`src/rtl/iolcal_pkg.sv`:
```
package iolcal_pkg;

  localparam int unsigned PKTS_PER_TXN = 4;

  typedef enum logic [1:0] {
    ST_IDLE = 2'd0,
    ST_REQ  = 2'd1,
    ST_WAIT = 2'd2
  } seq_state_e;

  // Cycles between transaction starts; a zero device count keeps a legal width.
  function automatic int unsigned slot_interval(input int unsigned period,
                                                input int unsigned ndev);
    int unsigned r;
    r = (ndev == 0) ? period : period / ndev;
    return (r == 0) ? 1 : r;
  endfunction

  // Absent device drives the current lane low, so it never reads as hot.
  function automatic logic hot_decode(input logic temp_n, input logic cc);
    return ~temp_n & cc;
  endfunction

  function automatic int unsigned slots_of(input int unsigned ndev);
    return (ndev == 0) ? 1 : ndev;
  endfunction

endpackage

```
`src/rtl/iolcal_interval_timer.sv`:
```
module iolcal_interval_timer #(
  parameter int unsigned INTERVAL = 100,
  localparam int unsigned CNT_W = $clog2(INTERVAL + 1)
) (
  input  logic clk,
  input  logic rst_n,
  input  logic restart,
  output logic due
);

  localparam logic [CNT_W-1:0] LAST = CNT_W'(INTERVAL - 1);

  logic [CNT_W-1:0] cnt_q;

  // Saturates at LAST until the sequencer restarts it on the final grant.
  always_ff @(posedge clk) begin
    if (!rst_n)             cnt_q <= '0;
    else if (restart)       cnt_q <= '0;
    else if (cnt_q != LAST) cnt_q <= cnt_q + 1'b1;
  end

  assign due = (cnt_q == LAST);

endmodule

```
`src/rtl/iolcal_burst_seq.sv`:
```
module iolcal_burst_seq
  import iolcal_pkg::*;
#(
  parameter int unsigned NUM_DEV = 4,
  parameter int unsigned DEV_W   = 2
) (
  input  logic             clk,
  input  logic             rst_n,
  input  logic             due,
  input  logic             slot_gnt,
  input  logic             txn_done,
  output logic             slot_req,
  output logic             last_gnt,
  output logic             cmd_vld,
  output logic             cmd_sam,
  output logic [DEV_W-1:0] cmd_dev,
  output logic             busy,
  output logic [DEV_W-1:0] dev
);

  localparam bit               ENABLE   = (NUM_DEV != 0);
  localparam int unsigned      LAST_DEV = (NUM_DEV == 0) ? 0 : NUM_DEV - 1;
  localparam logic [DEV_W-1:0] DEV_TOP  = DEV_W'(LAST_DEV);
  localparam logic [1:0]       PKT_TOP  = 2'(PKTS_PER_TXN - 1);

  seq_state_e       state_q;
  logic [1:0]       pkt_q;
  logic [DEV_W-1:0] dev_q;
  logic             gnt_take;
  logic             vld_q, sam_q;
  logic [DEV_W-1:0] cdev_q;

  assign gnt_take = (state_q == ST_REQ) && slot_gnt;
  assign last_gnt = gnt_take && (pkt_q == PKT_TOP);

  always_ff @(posedge clk) begin
    if (!rst_n) begin
      state_q <= ST_IDLE;
      pkt_q   <= '0;
      dev_q   <= '0;
    end else begin
      unique case (state_q)
        ST_IDLE: if (due && ENABLE) begin
          state_q <= ST_REQ;
          pkt_q   <= '0;
        end
        ST_REQ: if (gnt_take) begin
          pkt_q <= pkt_q + 1'b1;
          if (last_gnt) state_q <= ST_WAIT;
        end
        ST_WAIT: if (txn_done) begin
          state_q <= ST_IDLE;
          dev_q   <= (dev_q == DEV_TOP) ? '0 : dev_q + 1'b1;
        end
        default: state_q <= ST_IDLE;
      endcase
    end
  end

  // Command slot is presented the cycle after its grant.
  always_ff @(posedge clk) begin
    if (!rst_n) begin
      vld_q  <= 1'b0;
      sam_q  <= 1'b0;
      cdev_q <= '0;
    end else begin
      vld_q  <= gnt_take;
      sam_q  <= last_gnt;
      cdev_q <= dev_q;
    end
  end

  assign slot_req = (state_q == ST_REQ);
  assign busy     = (state_q != ST_IDLE);
  assign dev      = dev_q;
  assign cmd_vld  = vld_q;
  assign cmd_sam  = sam_q;
  assign cmd_dev  = cdev_q;

endmodule

```
`src/rtl/iolcal_capture.sv`:
```
module iolcal_capture
  import iolcal_pkg::*;
#(
  parameter int unsigned SLOTS    = 4,
  parameter int unsigned DEV_W    = 2,
  parameter int unsigned CAC_LAT  = 8,
  parameter int unsigned POST_GAP = 3,
  localparam int unsigned LAT_W  = $clog2(CAC_LAT + 1),
  localparam int unsigned POST_W = $clog2(POST_GAP + 2)
) (
  input  logic             clk,
  input  logic             rst_n,
  input  logic             sam_seen,
  input  logic [DEV_W-1:0] dev,
  input  logic             dq_temp_n,
  input  logic             dq_cc,
  output logic             samp_fire,
  output logic             txn_done,
  output logic [SLOTS-1:0] hot_flags
);

  logic              pend_q;
  logic [LAT_W-1:0]  lat_q;
  logic [POST_W-1:0] post_q;
  logic              hot_now;

  assign samp_fire = pend_q && (lat_q == '0);
  assign hot_now   = hot_decode(dq_temp_n, dq_cc);

  always_ff @(posedge clk) begin
    if (!rst_n) begin
      pend_q <= 1'b0;
      lat_q  <= '0;
    end else if (sam_seen) begin
      pend_q <= 1'b1;
      lat_q  <= LAT_W'(CAC_LAT - 1);
    end else if (samp_fire) begin
      pend_q <= 1'b0;
    end else if (pend_q) begin
      lat_q <= lat_q - 1'b1;
    end
  end

  always_ff @(posedge clk) begin
    if (!rst_n)              post_q <= '0;
    else if (samp_fire)      post_q <= POST_W'(POST_GAP);
    else if (post_q != '0)   post_q <= post_q - 1'b1;
  end

  generate
    if (POST_GAP == 0) begin : g_no_gap
      assign txn_done = samp_fire;
    end else begin : g_gap
      assign txn_done = (post_q == POST_W'(1));
    end
  endgenerate

  for (genvar i = 0; i < SLOTS; i++) begin : g_flag
    always_ff @(posedge clk) begin
      if (!rst_n)                                      hot_flags[i] <= 1'b0;
      else if (samp_fire && (dev == DEV_W'(i)))        hot_flags[i] <= hot_now;
    end
  end

endmodule

```
`src/rtl/iol_cal_scheduler.sv`:
```
module iol_cal_scheduler
  import iolcal_pkg::*;
#(
  parameter int unsigned PERIOD   = 400,
  parameter int unsigned NUM_DEV  = 4,
  parameter int unsigned CAC_LAT  = 8,
  parameter int unsigned POST_GAP = 3,
  localparam int unsigned SLOTS = slots_of(NUM_DEV),
  localparam int unsigned DEV_W = (SLOTS > 1) ? $clog2(SLOTS) : 1
) (
  input  logic             clk,
  input  logic             rst_n,
  output logic             slot_req,
  input  logic             slot_gnt,
  output logic             cmd_vld,
  output logic             cmd_cal,
  output logic             cmd_sam,
  output logic [DEV_W-1:0] cmd_dev,
  input  logic             dq_temp_n,
  input  logic             dq_cc,
  output logic             rd_hold,
  output logic [DEV_W-1:0] rd_hold_dev,
  output logic [SLOTS-1:0] hot_flags
);

  localparam int unsigned INTERVAL = slot_interval(PERIOD, NUM_DEV);

  logic             due, last_gnt, txn_done, samp_fire, busy;
  logic [DEV_W-1:0] dev;

  iolcal_interval_timer #(.INTERVAL(INTERVAL)) u_timer (
    .clk(clk), .rst_n(rst_n), .restart(last_gnt), .due(due)
  );

  iolcal_burst_seq #(.NUM_DEV(NUM_DEV), .DEV_W(DEV_W)) u_seq (
    .clk(clk), .rst_n(rst_n), .due(due), .slot_gnt(slot_gnt),
    .txn_done(txn_done), .slot_req(slot_req), .last_gnt(last_gnt),
    .cmd_vld(cmd_vld), .cmd_sam(cmd_sam), .cmd_dev(cmd_dev),
    .busy(busy), .dev(dev)
  );

  iolcal_capture #(
    .SLOTS(SLOTS), .DEV_W(DEV_W), .CAC_LAT(CAC_LAT), .POST_GAP(POST_GAP)
  ) u_cap (
    .clk(clk), .rst_n(rst_n), .sam_seen(cmd_vld && cmd_sam), .dev(dev),
    .dq_temp_n(dq_temp_n), .dq_cc(dq_cc), .samp_fire(samp_fire),
    .txn_done(txn_done), .hot_flags(hot_flags)
  );

  assign cmd_cal     = cmd_vld;
  assign rd_hold     = busy;
  assign rd_hold_dev = dev;

endmodule

```
`config.mk`:
```
export PLATFORM = sky130hd
export DESIGN_NAME = iol_cal_scheduler
export DESIGN_NICKNAME = d
export VERILOG_FILES = /design/src/rtl/iolcal_pkg.sv /design/src/rtl/iolcal_interval_timer.sv /design/src/rtl/iolcal_burst_seq.sv /design/src/rtl/iolcal_capture.sv /design/src/rtl/iol_cal_scheduler.sv
export SDC_FILE = /design/constraint.sdc
export NUM_CORES = 1
export LEC_CHECK = 0
export CAP_MARGIN = 40
export CORE_MARGIN = 2
export CORE_UTILIZATION = 45
export CTS_BUF_LIST = sky130_fd_sc_hd__clkbuf_8 sky130_fd_sc_hd__clkbuf_16
export DETAILED_ROUTE_END_ITERATION = 6
export DONT_BUFFER_PORTS = 1
export PLACE_DENSITY_LB_ADDON = 0.12
export SYNTH_ARGS = -nofsm -noshare
export SYNTH_HDL_FRONTEND = slang
export SYNTH_SLANG_ARGS = --single-unit
```
`constraint.sdc`:
```
create_clock -name clk -period 2.2 [get_ports clk]
set_input_delay 0.22 -clock clk [delete_from_list [all_inputs] [get_ports clk]]
set_output_delay 0.22 -clock clk [all_outputs]
set_load 0.01 [all_outputs]
```
Word level (Yosys, flattened, before mapping)
Cells that the tools add are included.
{"block": "op_classes", "eq_ne": 14, "n_bitwise": 4, "add_sub_neg": 5, "n_reduce_logical": 25, "muxes": 16}
{"op": "$mux W2", "count": 9}
{"op": "$reduce_bool A2 Y1", "count": 5}
{"op": "$mux W3", "count": 3}
{"op": "$eq A2 B2 Y1 const B", "count": 4}
{"op": "$logic_and A1 B1 Y1", "count": 8}
{"op": "$add A7 B1 Y7 const B", "count": 1}
{"op": "$eq A7 B7 Y1 const B", "count": 1}
{"op": "$ne A7 B7 Y1 const B", "count": 1}
{"op": "$ne A2 B1 Y1 const B", "count": 3}
{"op": "$pmux W2 S3", "count": 1}
{"op": "$reduce_and A2 Y1", "count": 3}
{"op": "$reduce_or A2 Y1", "count": 3}
{"op": "$add A2 B1 Y2 const B", "count": 2}
{"op": "$eq A2 B1 Y1 const B", "count": 2}
{"op": "$logic_not A2 Y1", "count": 2}
{"op": "$logic_not A4 Y1", "count": 1}
{"op": "$ne A2 B2 Y1 const B", "count": 2}
{"op": "$pmux W2 S2", "count": 1}
{"op": "$reduce_and A4 Y1", "count": 1}
{"op": "$sub A4 B1 Y4 const B", "count": 1}
{"op": "$eq A3 B1 Y1 const B", "count": 1}
{"op": "$not A1 Y1", "count": 3}
{"op": "$reduce_and A3 Y1", "count": 1}
{"op": "$reduce_bool A3 Y1", "count": 1}
{"op": "3 further kinds", "count": 4}
{"block": "totals", "out_inout_bits": 13, "reg_bits": 29, "in_bits": 5, "word_cells": 80}

Longest topological paths before layout
{"block": "logic_depth", "word_depth": 6, "mapped_depth": 6, "depth_no_buf": 5}

By module
Synthesis repeated with hierarchy kept, for this count alone.
{"block": "hier_totals", "cells_unflattened": 145, "area_unflattened_um2": 1420.1}
{"module": "iolcal_capture", "cells_per_inst": 65, "area_each_um2": 636.9, "n_inst": 1, "seq_area_each_um2": 240.2}
{"module": "iolcal_burst_seq", "cells_per_inst": 41, "area_each_um2": 414.1, "n_inst": 1, "seq_area_each_um2": 200.2}
{"module": "iolcal_interval_timer", "cells_per_inst": 37, "area_each_um2": 355.3, "n_inst": 1, "seq_area_each_um2": 140.1}
{"module": "iol_cal_scheduler", "cells_per_inst": 2, "area_each_um2": 13.8, "n_inst": 1, "seq_area_each_um2": 0.0}

Worst setup path before layout
No wires, ideal clock.
{"block": "synth_path", "path_kind": "register to register", "startpoint": "reg u_timer.cnt_q[2]", "endpoint": "reg u_seq.pkt_q[1]", "path_stages_with_launch": 5, "arrival_ps": 1346, "setup_slack_ps": 721, "required_ps": 2067, "period_less_slack_ps": 1479, "setup_ps": 133, "path_buffers": 1, "path_cell_list": "dfxtp_1 or4b_1 clkbuf_2 o311ai_0 a31oi_1"}
{"block": "synth_via", "elab_chain_cells": 3}
{"element": "start: declaration", "line_no": "iolcal_interval_timer.sv:13", "source": "logic [CNT_W-1:0] cnt_q;"}
{"element": "start signal: assignment", "line_no": "iolcal_interval_timer.sv:19", "source": "else if (cnt_q != LAST) cnt_q <= cnt_q + 1'b1;"}
{"element": "$eq A7 B7 Y1", "line_no": "iolcal_interval_timer.sv:22", "source": "assign due = (cnt_q == LAST);"}
{"element": "$ne A2 B2 Y1 (no line)"}
{"element": "$reduce_and A3 Y1 (no line)"}
{"element": "end signal: assignment", "line_no": "iolcal_burst_seq.sv:48", "source": "pkt_q <= pkt_q + 1'b1;"}
{"element": "end: declaration", "line_no": "iolcal_burst_seq.sv:27", "source": "logic [1:0] pkt_q;"}
No other way between the ends.
A chain may end at the register's enable or synchronous reset.

Worst setup path in the final report
Same ends and word-level chain as after synthesis.

==> results.toml <==
[critical_path]
cp_slowest_cell = "sky130_fd_sc_hd__or4b_1"
critical_path_buf_inv_count = 0
r2r_cells = 3
critical_path.endpoint_type = "register"
path_depth = 3
timing_worst_setup_path_type = "register to register"
cp_required_ps = 2340
start_kind = "register"
regToRegSetupSlack_ps = 620
crit_path_leading_delay_family = "simple AND/OR/NAND/NOR gates"
worst_setup_path_endpoint = "u_seq.pkt_q[1]"
crit_path_cell_trace = "or4b_1 > o311ai_0 > a31oi_1"
timing.rr.end = "u_seq.pkt_q[1]"
critical_path.max_fanout = 8
crit_arrival_ps = 1720
cpPeakStageDelay_ps = 660
regToRegStartpoint = "u_timer.cnt_q[2]"
startpoint = "u_timer.cnt_q[2]"

[synth]
synth_flop_cell = "sky130_fd_sc_hd__dfxtp_1"
synth.net_count = 170
post_synth_main_area_contributors = "sky130_fd_sc_hd__dfxtp_1, sky130_fd_sc_hd__ha_1, sky130_fd_sc_hd__mux2i_1"
post_synth_instance_area_mm2 = 0.001389
asyncSetResetFlopFracSynth_pct = 0
post-synth-top-area-cell = "sky130_fd_sc_hd__dfxtp_1"
netlist_top_cells_count = "sky130_fd_sc_hd__dfxtp_1, sky130_fd_sc_hd__nand2_1, sky130_fd_sc_hd__nor2_1"
average_footprint_of_a_synthesized_cell_um2 = 9.018
synth_edf_count = 0
number_of_warnings_reported_in_the_yosys_synthesis_log = 0
synth_most_common_cell = "sky130_fd_sc_hd__dfxtp_1"
synthDistinctLibCells = 38
post-synth-top-area-fraction_pct = 41.80
synth_seq_cells = 29
synth_cells = 154
yosysSeqAreaShare_pct = 41.80

[global_routing]
gr-total-overflow = 0
maximum_number_of_pins_on_one_net_before_global_route_repair = 15
grt_util_all_layers_pct = 17.78
antenna_found_initial = 0
global_route_wire_length_before_repair_mm = 4.698
first_global_vias = 1049

[timing]
minimum_clock_period_ps = 1583
setup_total_negative_slack_ps = 0
max_slew.worst_pin.slew_ps = 518.8
timing.clock.skew_ps = 3.913
setup_viol = 0
max_freq_ghz = 0.6319
hold_viol = 0
post-route-period-util_pct = 71.94
slew_headroom_pct = 65.35
unrepaired_setup_endpoints_after_global_routing = "false"
drv_slew = 0
final_worst_setup_slack_ps = 617.4

[clock_tree]
clk_root_buffer_cell = "sky130_fd_sc_hd__clkbuf_8"
tritoncts.num_buffers = 5
clock_sinks = 29
quantity_of_hold_fixing_buffers_added_after_cts = 0
clk-insertion-delay-late_ps = 280
post-cts-setup-buffer-count = 0
cts-htree-levels = 2
path_clk_slew_ps = 60
clk_path_buf_depth = 2
tritoncts = "built"
post_cts_resize_count = 0

[detailed_routing]
detail_route.vias_per_cell = 5.608
dr.pass1.iters = 4
drc_violations_left = 0
antenna_violating_nets_post_route = 0
route.vias.total = 1060
detail_route.wirelength_mm = 2.555
initialDrtViolationCount = 21
wl_per_cell_um = 13.52

[layout]
flow.area_growth_from_synthesis_pct = 7.748
final_net_count = 172
finalCoreUtilization_pct = 49.83
final_cell_area_mm2 = 0.001496
final_layout_size_suffix_gt1_share_pct = 6.410
final_cells = 189
diode_insertion_count_for_antenna_repair = 0

[run_status]
run_status = "finished clean"

[floorplan]
num_io_pins = 18
fp.coreArea_mm2 = 0.003003
design.die.area_mm2 = 0.003547
start_util_pct = 46.25
chipWidth_um = 59.56
core.rowCount = 20
die_h_um = 59.56

[pwr]
max-vdd-ir-drop_mv = 0.3994
power-per-cell-area_mw_per_mm2 = 776.4
power_leakage_nw = 0.5944

[placement]
place_inst = 182
portBuffers = 0
gp_congestion = 0.8051
placed_cell_area_mm2 = 0.001410
place_worst_setup_slack_ps = 619.5
detailedPlacementHpwl_mm = 1.884

[job]
number_of_violations_of_the_max_capacitance_limit = 0

[hold_path]
min-delay-path-class = "input port to register"
-- logic make-up (layout without fill, tap and decap cells) --
logic type	after synthesis	in the layout	share of synthesized area (%)
xor gates and xnor gates	4	4	2.523
buffers and inverters	15	17	4.414
adders and majority gates	11	11	9.910
and+or+nand+nor	62	62	24.05
muxes	9	9	6.487
DFF	29	29	41.80
AOI/OAI and AO/OA	24	24	10.81
-- placed cells by master (no fill, tap or decap), types with 3 or more instances in the layout --
cell                        n
sky130_fd_sc_hd__a21oi_1   10
sky130_fd_sc_hd__clkbuf_8   6
sky130_fd_sc_hd__dfxtp_1   29
sky130_fd_sc_hd__ha_1      11
sky130_fd_sc_hd__inv_1     10
sky130_fd_sc_hd__mux2i_1    9
sky130_fd_sc_hd__nand2_1   17
sky130_fd_sc_hd__nand3_1    4
sky130_fd_sc_hd__nor2_1    12
sky130_fd_sc_hd__nor2b_1    3
sky130_fd_sc_hd__nor3_1     5
sky130_fd_sc_hd__o21ai_0    5
sky130_fd_sc_hd__or3_1      3
-- worst reg2reg max path, cell delays in order, from the launching register on --
cell,delay [ps]
sky130_fd_sc_hd__dfxtp_1,340
sky130_fd_sc_hd__or4b_1,660
sky130_fd_sc_hd__o311ai_0,320
sky130_fd_sc_hd__a31oi_1,130
-- through the flow --
stage | hold WS [ps] | total power [mW]
after global routing | 45.94 | 1.231
after floorplan | 362.0 | 0.7235
after CTS | 36.10 | 1.186
after global placement | 341.2 | 0.7411
after detailed placement | 338.1 | 0.7510
final | 48.10 | 1.162
-- cell type report --
class,count,area (µm²)
Fill cell,296,1506
Multi-Input combinational cell,110,747.0
Sequential cell,29,580.6
Clock buffer,6,82.58
Tap cell,33,41.29
Inverter,9,33.78
Timing Repair Buffer,1,7.507
Clock inverter,1,3.754
-- registers in the layout (all words and copies together) (netlist names) --
name / flops
u_cap.pend_q: 1
u_timer.cnt_q: 7
u_seq.pkt_q: 2
u_seq.state_q: 2
u_cap.lat_q: 4
u_seq.cmd_sam: 1
u_cap.post_q: 3
u_seq.dev: 2
u_seq.cmd_vld: 1
u_cap.hot_flags: 4
u_seq.cmd_dev: 2
-- how the worst min path moves through the flow --
stage / start / to / slack, ps / cells after the start
2_1_floorplan: slot_gnt / u_seq.cmd_sam / 360 / 2
3_3_place_gp: rst_n / u_cap.post_q[0] / 340 / 1
3_5_place_dp: rst_n / u_seq.cmd_sam / 340 / 2
4_1_cts: rst_n / u_seq.cmd_sam / 40 / 2
5_1_grt: rst_n / u_seq.cmd_sam / 50 / 2
6_report: rst_n / u_seq.cmd_sam / 50 / 2
-- report_power, final --
group	total [mW]	switching (mW)	internal, mW
logic	0.164	0.0803	0.0835
clock network	0.424	0.182	0.243
registers	0.574	0.0198	0.554
-- routing by layer --
metal | track usage, % | up-vias | part of all wire [%]
met4 | 6.667 | 0 | 1.5
met3 | 6.769 | 5 | 4.3
li1 | - | 535 | -
met2 | 28.10 | 14 | 46
met1 | 21.94 | 506 | 48
met5 | 0 | - | 0
No activity file was read; power rests on OpenSTA's default activity.
